### src/rtl/scl_gen_pkg.sv
package scl_gen_pkg;
  typedef logic [1:0] phase_t;

  localparam phase_t PH_FIRST = 2'd0;
  localparam phase_t PH_LAST  = 2'd3;

  // strobes from the phase controller to the count datapath
  typedef struct packed {
    logic   startPeriod;  // capture settings, phase 0 begins
    logic   advance;      // load counter for nextPhase
    phase_t nextPhase;
  } phase_cmd_t;
endpackage

### src/rtl/scl_count_path.sv
module scl_count_path
  import scl_gen_pkg::*;
#(
  parameter int DIV_LO_W    = 10,
  parameter int DIV_EXT_W   = 2,
  parameter int LOW_W       = 12,
  parameter int FILTER_CLKS = 15
) (
  input  logic                          clk,
  input  logic                          rstN,
  input  phase_cmd_t                    cmd,
  input  logic [DIV_LO_W-1:0]           divLoField,
  input  logic [DIV_EXT_W-1:0]          divExtField,
  input  logic [LOW_W-1:0]              lowField,
  input  logic                          lowEn,
  output logic                          cntZero
);
  localparam int DIV_W = DIV_LO_W + DIV_EXT_W;
  localparam int MAX_W = (DIV_W > LOW_W) ? DIV_W : LOW_W;
  localparam int LEN_W = MAX_W + 1;

  logic [DIV_W-1:0] liveDiv, snapDiv, selDiv;
  logic [LOW_W-1:0] snapLow, selLow;
  logic             snapEn, selEn;
  logic [LEN_W-1:0] qLen, lowA, lowB, phaseLen, cnt;
  logic [LOW_W-1:0] lowHalf;

  // divider assembled from the two fields
  assign liveDiv = {divExtField, divLoField};

  always_ff @(posedge clk) begin
    if (!rstN) begin
      snapDiv <= '0;
      snapLow <= '0;
      snapEn  <= 1'b0;
    end else if (cmd.startPeriod) begin
      snapDiv <= liveDiv;
      snapLow <= lowField;
      snapEn  <= lowEn;
    end
  end

  // phase 0 length uses the values being captured on this edge
  always_comb begin
    if (cmd.startPeriod) begin
      selDiv = liveDiv;
      selLow = lowField;
      selEn  = lowEn;
    end else begin
      selDiv = snapDiv;
      selLow = snapLow;
      selEn  = snapEn;
    end
  end

  always_comb begin
    qLen    = (selDiv == '0) ? LEN_W'(1) : LEN_W'(selDiv);
    lowHalf = selLow >> 1;
    lowA    = (lowHalf == '0) ? LEN_W'(1) : LEN_W'(lowHalf);
    lowB    = ((selLow - lowHalf) == '0) ? LEN_W'(1) : LEN_W'(selLow - lowHalf);
  end

  always_comb begin
    phaseLen = qLen;
    if (selEn) begin
      unique case (cmd.nextPhase)
        2'd0:    phaseLen = lowA;
        2'd1:    phaseLen = lowB;
        2'd2:    phaseLen = qLen + LEN_W'(FILTER_CLKS - 1);
        default: phaseLen = LEN_W'(1);
      endcase
    end else begin
      unique case (cmd.nextPhase)
        2'd2:    phaseLen = qLen + LEN_W'(FILTER_CLKS);
        default: phaseLen = qLen;
      endcase
    end
  end

  always_ff @(posedge clk) begin
    if (!rstN)                 cnt <= '0;
    else if (cmd.advance)      cnt <= phaseLen - LEN_W'(1);
    else if (cnt != '0)        cnt <= cnt - LEN_W'(1);
  end

  assign cntZero = (cnt == '0);


  len_nonzero_chk: assert property (@(posedge clk) disable iff (!rstN)
    cmd.advance |-> phaseLen != '0);


  cnt_decr_chk: assert property (@(posedge clk) disable iff (!rstN)
    (!cmd.advance && cnt != '0) |=> cnt == $past(cnt) - LEN_W'(1));


  snap_hold_chk: assert property (@(posedge clk) disable iff (!rstN)
    !cmd.startPeriod |=> $stable(snapDiv) && $stable(snapLow) && $stable(snapEn));
endmodule

### src/rtl/scl_phase_ctrl.sv
module scl_phase_ctrl
  import scl_gen_pkg::*;
(
  input  logic       clk,
  input  logic       rstN,
  input  logic       run,
  input  logic       cntZero,
  output phase_cmd_t cmd,
  output logic       sclOut,
  output logic       phaseStb,
  output phase_t     phaseIdx
);
  logic   active;
  phase_t phase;

  always_comb begin
    cmd = '0;
    if (run) begin
      if (!active) begin
        cmd.startPeriod = 1'b1;
        cmd.advance     = 1'b1;
        cmd.nextPhase   = PH_FIRST;
      end else if (cntZero) begin
        cmd.advance     = 1'b1;
        cmd.nextPhase   = phase + 2'd1;
        cmd.startPeriod = (phase == PH_LAST);
      end
    end
  end

  always_ff @(posedge clk) begin
    if (!rstN || !run) begin
      active   <= 1'b0;
      phase    <= PH_FIRST;
      phaseStb <= 1'b0;
    end else begin
      active   <= 1'b1;
      phaseStb <= cmd.advance;
      if (cmd.advance) phase <= cmd.nextPhase;
    end
  end

  assign sclOut   = !active || phase[1];
  assign phaseIdx = phase;


  stop_release_chk: assert property (@(posedge clk) disable iff (!rstN)
    $fell(run) |=> sclOut && !phaseStb);


  stb_needs_run_chk: assert property (@(posedge clk) disable iff (!rstN)
    phaseStb |-> $past(run));


  phase_order_chk: assert property (@(posedge clk) disable iff (!rstN)
    (phaseStb && $past(active)) |-> phaseIdx == $past(phaseIdx) + 2'd1);


  phase_hold_chk: assert property (@(posedge clk) disable iff (!rstN)
    (!phaseStb && $past(active) && active) |-> $stable(phaseIdx));
endmodule

### src/rtl/scl_timing_gen.sv
module scl_timing_gen
  import scl_gen_pkg::*;
#(
  parameter int DIV_LO_W    = 10,
  parameter int DIV_EXT_W   = 2,
  parameter int LOW_W       = 12,
  parameter int FILTER_CLKS = 15
) (
  input  logic                 clk,
  input  logic                 rstN,
  input  logic                 run,
  input  logic [DIV_LO_W-1:0]  divLoField,
  input  logic [DIV_EXT_W-1:0] divExtField,
  input  logic [LOW_W-1:0]     lowField,
  input  logic                 lowEn,
  output logic                 sclOut,
  output logic                 phaseStb,
  output logic [1:0]           phaseIdx
);
  phase_cmd_t cmd;
  logic       cntZero;

  scl_phase_ctrl u_ctrl (
    .clk      (clk),
    .rstN     (rstN),
    .run      (run),
    .cntZero  (cntZero),
    .cmd      (cmd),
    .sclOut   (sclOut),
    .phaseStb (phaseStb),
    .phaseIdx (phaseIdx)
  );

  scl_count_path #(
    .DIV_LO_W    (DIV_LO_W),
    .DIV_EXT_W   (DIV_EXT_W),
    .LOW_W       (LOW_W),
    .FILTER_CLKS (FILTER_CLKS)
  ) u_path (
    .clk         (clk),
    .rstN        (rstN),
    .cmd         (cmd),
    .divLoField  (divLoField),
    .divExtField (divExtField),
    .lowField    (lowField),
    .lowEn       (lowEn),
    .cntZero     (cntZero)
  );


  scl_level_chk: assert property (@(posedge clk) disable iff (!rstN)
    (phaseStb && phaseIdx == 2'd2) |-> $rose(sclOut));
endmodule

### config.mk
export PLATFORM = sky130hd
export DESIGN_NAME = scl_timing_gen
export DESIGN_NICKNAME = d
export VERILOG_FILES = /design/src/rtl/scl_gen_pkg.sv /design/src/rtl/scl_count_path.sv /design/src/rtl/scl_phase_ctrl.sv /design/src/rtl/scl_timing_gen.sv
export SDC_FILE = /design/constraint.sdc
export NUM_CORES = 1
export LEC_CHECK = 0
export CORE_MARGIN = 8
export CORE_UTILIZATION = 60
export CTS_CLUSTER_SIZE = 40
export DETAILED_ROUTE_END_ITERATION = 7
export MAX_ROUTING_LAYER = met4
export PLACE_DENSITY = 0.81
export SLEW_MARGIN = 20
export SYNTH_ARGS = -nofsm -noshare
export SYNTH_HDL_FRONTEND = slang
export SYNTH_SLANG_ARGS = --single-unit
### constraint.sdc
create_clock -name clk -period 7.9 [get_ports clk]
set_clock_uncertainty 0.05 [all_clocks]
set_input_delay 1.58 -clock clk [delete_from_list [all_inputs] [get_ports clk]]
set_output_delay 1.58 -clock clk [all_outputs]
set_load 0.05 [all_outputs]
; Word level (Yosys, flattened, before mapping)
; Index checks and enable logic that the tools add are counted.
[classes]
mux = 15
n_eq_ne = 3
add_sub_neg = 7
reduce_logical = 12
[op_table]
columns = op, n
row1 = $mux 13, 5
row2 = $pmux 13 s3, 1
row3 = $logic_not 12->1, 3
row4 = $mux 12, 3
row5 = $add 13x4->13 const B, 2
row6 = $sub 13x1->13 const B, 2
row7 = $logic_not 13->1, 1
row8 = $reduce_bool 13->1, 1
row9 = $sub 12x11->13, 1
row10 = $mux 4, 3
row11 = $sub 12x11->12, 1
row12 = $mux 11, 1
row13 = $eq 2x2->1 const B, 2
row14 = $logic_not 1->1, 3
row15 = $add 2x1->2 const B, 1
row16 = $eq 2x1->1 const B, 1
row17 = $logic_not 2->1, 1
row18 = $logic_or 1x1->1, 2
row19 = $mux 1, 2
row20 = $reduce_bool 2->1, 1
[totals]
input_bits = 28
out_inout_bits = 4
regBits = 42
word_cells = 44

; Depth between registers and ports, before layout
; Gate-level depths: netlist of run 1.
[depth]
word_depth = 12
depth_mapped = 25
depth_no_buf = 21

; By module
; From an unflattened synthesis of run 1, not the netlist that was laid out.
[hier_totals]
cells_unflattened = 476
hier_area_um2 = 3836.2
[by_module_without_submodules]
columns = module, cells_per_inst, area_each_um2, seq_area_each_um2, n_inst
row1 = scl_count_path, 455, 3653.5, 760.7, 1
row2 = scl_phase_ctrl, 21, 182.7, 80.1, 1

; Worst setup path before layout of run 1
; Ideal clock, no wire load.
[synth_timing]
path_type = in2reg
start = input run
end = register u_path.cnt[12]
required_ns = 7.721
arrival_ns = 5.823
setup_time_ns = 0.129
path_buffers = 4
setup_slack_ns = 1.898
path_stages = 21
cell_sequence = inv_1 -> a21oi_2 -> buf_6 -> buf_4 -> buf_2 -> mux2i_1 -> inv_1 -> ha_1 -> clkbuf_1 -> a21o_1 -> a21oi_1 -> maj3_1 -> a32oi_1 -> mux2_2 -> nor4b_1 -> a31oi_1 -> ha_1 -> and4bb_2 -> nand3b_1 -> nor4_1 -> mux2i_1
[synth_via]
elab_chain_cells = 9
word_cells_on_any_way = 23
classes_between = add/sub: 5 / eq/ne: 2 / mux: 11 / reduce/logical: 5
[synth_lines]
columns = item, line
row1 = from (decl), scl_timing_gen.sv:11  ; input logic run,
row2 = $mux 4 (*), scl_phase_ctrl.sv:18  ; if (run) begin
row3 = $mux 12 (*), scl_count_path.sv:45  ; if (cmd.startPeriod) begin
row4 = named net u_path.selLow[6], scl_count_path.sv:23  ; logic [LOW_W-1:0] snapLow, selLow;
row5 = $sub 12x11->12, scl_count_path.sv:60  ; lowB = ((selLow - lowHalf) == '0) ? LEN_W'(1) : LEN_W'(selLow - lowHalf);
row6 = $logic_not 12->1, scl_count_path.sv:60
row7 = $mux 13, scl_count_path.sv:60
row8 = $pmux 13 s3 (*), scl_count_path.sv:66  ; unique case (cmd.nextPhase)
row9 = $mux 13 (*), scl_count_path.sv:65  ; if (selEn) begin
row10 = $sub 13x1->13 (*), scl_count_path.sv:82  ; else if (cmd.advance) cnt <= phaseLen - LEN_W'(1);
row11 = $mux 13 (*), scl_count_path.sv:82
row12 = to (signal assigned), scl_count_path.sv:82
row13 = to (signal assigned), scl_count_path.sv:83  ; else if (cnt != '0) cnt <= cnt - LEN_W'(1);
row14 = to (decl), scl_count_path.sv:25  ; logic [LEN_W-1:0] qLen, lowA, lowB, phaseLen, cnt;
; Mark *: on every way through the listed nets, which the timed path passes. The rest lies on a longest branch.
; A chain may end at the register's enable or synchronous reset.

; Worst setup path after layout of run 1
; Ends and elaborated chain as after synthesis.

==> results of run 1 <==
## path summary, 6_finish.rpt
kind	start	endpoint	depth (start not counted)
hold / removal	u_ctrl.phaseIdx[1]	u_ctrl.phaseIdx[1]	2
setup / recovery	run	u_path.cnt[12]	18
hold reg to reg	u_ctrl.phaseIdx[1]	u_ctrl.phaseIdx[1]	2
setup reg to reg	u_ctrl.phaseIdx[0]	u_path.cnt[12]	21
## kinds of logic after synthesis
kind of cell    Yosys count
simple gates            227
buf+inv                  54
compound gates          143
xor+xnor                 22
fa+ha+maj                23
mux                      35
flops                    42
## tightest hold or removal path: stages (launching register included)
cell     delay (ps)
dfxtp_1         350
nand2_1          60
a21oi_1          50
## synthesized netlist by cell type, drive strengths merged, types with 7 or more instances
cell	number
inv	23
or2	9
nor2	33
a31oi	7
xor2	14
clkbuf	21
nand4	14
ha	21
xnor2	8
o211ai	12
dfxtp	42
or4	7
nand2	37
nor2b	27
nand2b	8
a21oi	25
nor3	16
nand3	14
and2	10
mux2	7
o21ai	28
a211oi	11
buf	10
nor4	18
mux2i	28
and3	8
## metal layers
metal  global-route usage  routed length, um
met1                0.357               5670
met2                0.431               6240
met3               0.0532               1490
met4                0.100                442
met5                    -                  0
## flip-flops by register name, indices dropped and copies added, names as in the netlist
signal and count:
u_path.cnt 13, u_path.snapDiv 12, u_path.snapLow 12, u_ctrl.phaseIdx 2
u_ctrl.active 1, u_ctrl.phaseStb 1, u_path.snapEn 1
## power by group
group / internal, mW / switching [mW] / total, mW
clock: 0.0640 / 0.0903 / 0.154
combinational: 0.171 / 0.258 / 0.429
sequential: 0.242 / 0.0367 / 0.279
## through the flow
stage	setup WS, ps	std cells
after floorplan	1900	546
after global placement	1000	651
after detailed placement	731	651
after CTS	1030	659
after global routing	506	659
final	822	659
## final cells by class
class / instances / area, um^2 / share of cell area
multi-input combinational: 450 / 3230 / 0.683
clock inverter: 3 / 25.0 / 0.00530
timing repair buffer: 37 / 355 / 0.0752
inverter: 23 / 86.3 / 0.0183
sequential: 42 / 841 / 0.178
clock buffer: 5 / 68.8 / 0.0146
tap: 99 / 124 / 0.0262
==> results.yml, run 1 <==
outcome:
  status: "complete, no violations"
synthesis:
  syn_inst: 546
  synth_mux_area_frac: 0.0899
  synth-seq-cells: 42
  synthSimpleGateAreaFrac: 0.305
  ys.flop_type: "dfxtp_1"
  yosys.area.top_type_share: 0.195
  synth_cell_types: 76
  synthAdderAreaFrac: 0.0679
  syn_area_per_cell_um2: 7.90
  synth_top_family_by_area: "simple AND/OR/NAND/NOR gates"
  postSynth.asyncResetShare: 0
  syn_nets: 596
  synth_compound_area_frac: 0.240
  synth_area_um2: 4310
  ys_seq_area_frac: 0.195
  synth-xor-area-share: 0.0447
  ys_top_cells_by_area: "dfxtp_1, ha_1, mux2i_1, nor2b_1, nand2_1"
  synth_edf_count: 0
  yosys.area.top_type: "dfxtp_1"
  yosys_warnings: 0
placed_design:
  place.gp.congestion: 0.957
  place_area_um2: 4630
  port_buffers: 31
  dp_hpwl_um: 10400
clock_network:
  ctsLongestPathBuffers: 2
  cts_sinks: 42
  clock_latency_ps: 310
  cts_tree: "yes"
  postCtsSetupBuffers: 0
  path_clk_slew_ps: 100
  htree_num_levels: 2
  ctsResizeCount: 0
  cts-root-buf: "clkbuf_8"
  hold_buffers: 0
  cts_buffers: 5
global_routing:
  grt_pass1_wl_um: 22200
  grt_max_degree: 33
  grt.overflow.total: 0
  grt_usage: 0.281
  first_global_vias: 4310
  antenna_found_initial: 0
routing:
  wl_per_cell_um: 21.0
  routed_wirelength_um: 13800
  vias_per_cell: 6.95
  via_count: 4581
  dr.first_iter.drc_count: 530
  ant_nets: 0
  first_pass_iters: 8
  drc: 0
final_layout:
  design_area_um2: 4730
  layout_common_cells: "dfxtp_1, nand2_1, nor2_1, clkdlybuf4s50_1, nor2b_1"
  diodes: 0
  mostFrequentLayoutCell: "dfxtp_1"
  final_core_util: 0.666
  fin_nets: 609
  drive_above_1_share: 0.0946
  fill_cells: 647
  area_growth_pct: 9.54
setup_path:
  crit_fanout: 11
  worstPathArrival_ps: 7230
  cpPeakStageDelay_ps: 540
  cp_cell_sequence: "clkdlybuf4s50_1, inv_1, a21oi_2, mux2i_1, inv_1, ha_1, a211oi_1, o21ai_0, a2111oi_0, nand4b_1, a2111oi_0, nor4b_1, a31oi_1, ha_1, and4bb_2, nand3b_1, nor4_1, mux2i_1"
  required_ps: 8050
  crit_slowest_cell: "mux2i_1"
  path_buf_inv: 3
  worst-setup-path-type: "in -> reg"
  start_kind: "input pin"
  reg2reg_slack_ps: 1410
  critPathCaptureType: "register"
  crit_family: "compound AO/OA/AOI/OAI gates"
die:
  core.rowCount: 31
  die-area_um2: 10200
  fp.coreArea_um2: 7100
  start_util: 0.608
  io-pin-count: 32
  die_x_um: 101
  die_h_um: 101
timing:
  final.setup.tns_ps: 0
  fin_crit_sh: 0.896
  rsz0062_at_grt: "no"
  max_freq_mhz: 141
  max_slew_margin: 0.336
  worst_pin_slew_ps: 993
  fin_hold_ws_ps: 449
  setup_viol: 0
  hold_viol: 0
  fin_crit_ps: 7080
  report.final.slew_viol_count: 0
pwr:
  ir_worst_vdd_mv: 0.142
  leakage_nw: 1.74
  power.density_nw_per_um2: 182
  finalPower_uw: 862
hold_path:
  hold_path_class: "reg -> reg"
job:
  maxCapViolCount: 0
(Power assumes the default switching activity.)
==> run 2, diff against run 1 <==
--- a/config.mk
+++ b/config.mk
@@ -6,11 +6,11 @@
 export NUM_CORES = 1
 export LEC_CHECK = 0
 export CORE_MARGIN = 8
-export CORE_UTILIZATION = 60
+export CORE_UTILIZATION = 65
 export CTS_CLUSTER_SIZE = 40
 export DETAILED_ROUTE_END_ITERATION = 7
 export MAX_ROUTING_LAYER = met4
-export PLACE_DENSITY = 0.81
+export PLACE_DENSITY = 0.87
 export SLEW_MARGIN = 20
 export SYNTH_ARGS = -nofsm -noshare
 export SYNTH_HDL_FRONTEND = slang
==> constraint.sdc (replaced) <==
create_clock -name clk -period 8.9 [get_ports clk]
set_clock_uncertainty 0.05 [all_clocks]
set_input_delay 1.78 -clock clk [delete_from_list [all_inputs] [get_ports clk]]
set_output_delay 1.78 -clock clk [all_outputs]
set_load 0.05 [all_outputs]
==> run 2 against run 1 <==
Largest power group unchanged. Clock power rose by 24%. Utilization grew 7.7 points. Highest routed layer unchanged. First-iteration DRC count grew 23%. Critical path type unchanged. Critical endpoint unchanged. Setup slack improved by 430 ps. Clock-buffer cell count unchanged. Register-to-register slack gained 920 ps.
==> results.yml, run 2 (synthesized netlist as in run 1, its figures left out) <==
setup_path:
  critPathCaptureType: "register"
  start_kind: "input pin"
  crit_fanout: 26
  worstPathArrival_ps: 7790
  required_ps: 9040
  worst-setup-path-type: "in -> reg"
routing:
  vias_per_cell: 7.27
  dr.first_iter.drc_count: 651
  first_pass_iters: 7
  via_count: 4634
  ant_nets: 0
  wl_per_cell_um: 21.4
  drc: 0
  routed_wirelength_um: 13700
final_layout:
  fill_cells: 514
  diodes: 0
  post_layout_nonfiller_instances: 637
  design_area_um2: 4750
  final_core_util: 0.743
  reg_top3: "u_path.cnt (13), u_path.snapDiv (12), u_path.snapLow (12)"
  drive_above_1_share: 0.0964
  layout_common_cells: "dfxtp_1, nand2_1, nor2_1, clkdlybuf4s50_1, nor2b_1"
  area.sequential_um2: 841
  multiInputGateArea_um2: 3230
  regMostFlops: "u_path.cnt"
  fin_nets: 609
  mostFrequentLayoutCell: "dfxtp_1"
  area_growth_pct: 10.0
  largest_register_ffs: 13
clock_network:
  clock_latency_ps: 310
  path_clk_slew_ps: 100
  htree_num_levels: 2
  ctsResizeCount: 0
  cts_buffers: 5
  hold_buffers: 0
  cts-root-buf: "clkbuf_8"
  cts_tree: "yes"
  cts_sinks: 42
  ctsLongestPathBuffers: 2
  postCtsSetupBuffers: 0
pwr:
  power.density_nw_per_um2: 173
  ir_worst_vdd_mv: 0.183
  leakage_nw: 1.77
  finalPower_uw: 822
placed_design:
  dp_hpwl_um: 10200
  place_inst: 629
  place_area_um2: 4600
  place.gp.congestion: 0.955
  port_buffers: 31
  pre_cts_slack_ps: 1140
die:
  core.rowCount: 29
  io-pin-count: 32
  die-area_um2: 9500
  die_x_um: 97.5
  die_h_um: 97.5
  fp.coreArea_um2: 6390
  start_util: 0.676
global_routing:
  grt.overflow.total: 0
  grt_max_degree: 33
  first_global_vias: 4268
  antenna_found_initial: 0
  grt_usage: 0.284
  grt_pass1_wl_um: 21900
timing:
  fin_crit_ps: 7650
  final.setup.tns_ps: 0
  worst_pin_slew_ps: 1000
  fin_hold_ws_ps: 457
  max_slew_margin: 0.328
  report.final.slew_viol_count: 0
  hold_viol: 0
  rsz0062_at_grt: "no"
  setup_slack_ps: 1250
  max_freq_mhz: 131
  setup_viol: 0
  fin_crit_sh: 0.859
job:
  maxCapViolCount: 0
outcome:
  status: "complete, no violations"
hold_path:
  hold_path_class: "reg -> reg"
-- run 2: cell count changes in the layout (fill, tap and decap cells not counted), sizes merged --
cell	previous run	this run
inv	24	23
bufinv	0	2
clkinvlp	1	0
-- run 2: final cells by class --
| cell class | instances | area share |
|---|---|---|
| tap | 77 | 0.0203 |
| clock inverter | 3 | 0.0145 |
| inverter | 23 | 0.0182 |
| timing repair buffer | 37 | 0.0749 |
| sequential | 42 | 0.177 |
| multi-input combinational | 450 | 0.680 |
| clock buffer | 5 | 0.0145 |
-- run 2: final timing paths --
path | startpoint | to | slack (ps) | depth (start not counted)
setup / recovery | run | u_path.cnt[12] | 1250 | 20
hold / removal | u_ctrl.phaseIdx[1] | u_ctrl.phaseIdx[1] | 460 | 2
setup reg to reg | u_ctrl.phaseIdx[0] | u_path.cnt[12] | 2330 | 20
hold reg to reg | u_ctrl.phaseIdx[1] | u_ctrl.phaseIdx[1] | 460 | 2
-- run 2: per-layer routing --
metal | track usage | up-vias | routed length [um]
li1 | - | 2104 | -
met1 | 0.372 | 2161 | 5710
met2 | 0.409 | 325 | 5840
met3 | 0.0690 | 44 | 1680
met4 | 0.107 | 0 | 429
met5 | - | - | 0
-- run 2: power by group --
| group | switching, mW | total, mW | leakage [nW] | internal [mW] |
|---|---|---|---|---|
| Clock | 0.0787 | 0.191 | 0.0683 | 0.113 |
| Sequential | 0.0319 | 0.247 | 0.346 | 0.215 |
| Combinational | 0.230 | 0.384 | 1.35 | 0.153 |
-- run 2: critical path: stages --
cell	delay [ps]
clkdlybuf4s50_1	460
buf_4	230
inv_1	230
a21oi_2	400
buf_4	390
mux2i_1	420
inv_1	90
ha_1	260
a211oi_1	520
o21ai_0	200
a2111oi_0	460
nand4b_1	170
a2111oi_0	440
nor4b_1	460
a31oi_1	290
ha_1	280
and4bb_2	290
nand3b_1	150
nor4_1	90
mux2i_1	160
==> run 3, diff against run 2 <==
==> constraint.sdc (replaced) <==
create_clock -name clk -period 8.9 [get_ports clk]
set_clock_uncertainty 0.05 [all_clocks]
set_input_delay 1.78 -clock clk [delete_from_list [all_inputs] [get_ports clk]]
set_output_delay 1.78 -clock clk [all_outputs]
set_load 0.1 [all_outputs]
==> results of run 3 <==
The final DEF is identical to that of run 2. Status: complete, no violations.
Main changes from that run: total power 0.822 mW -> 0.824 mW
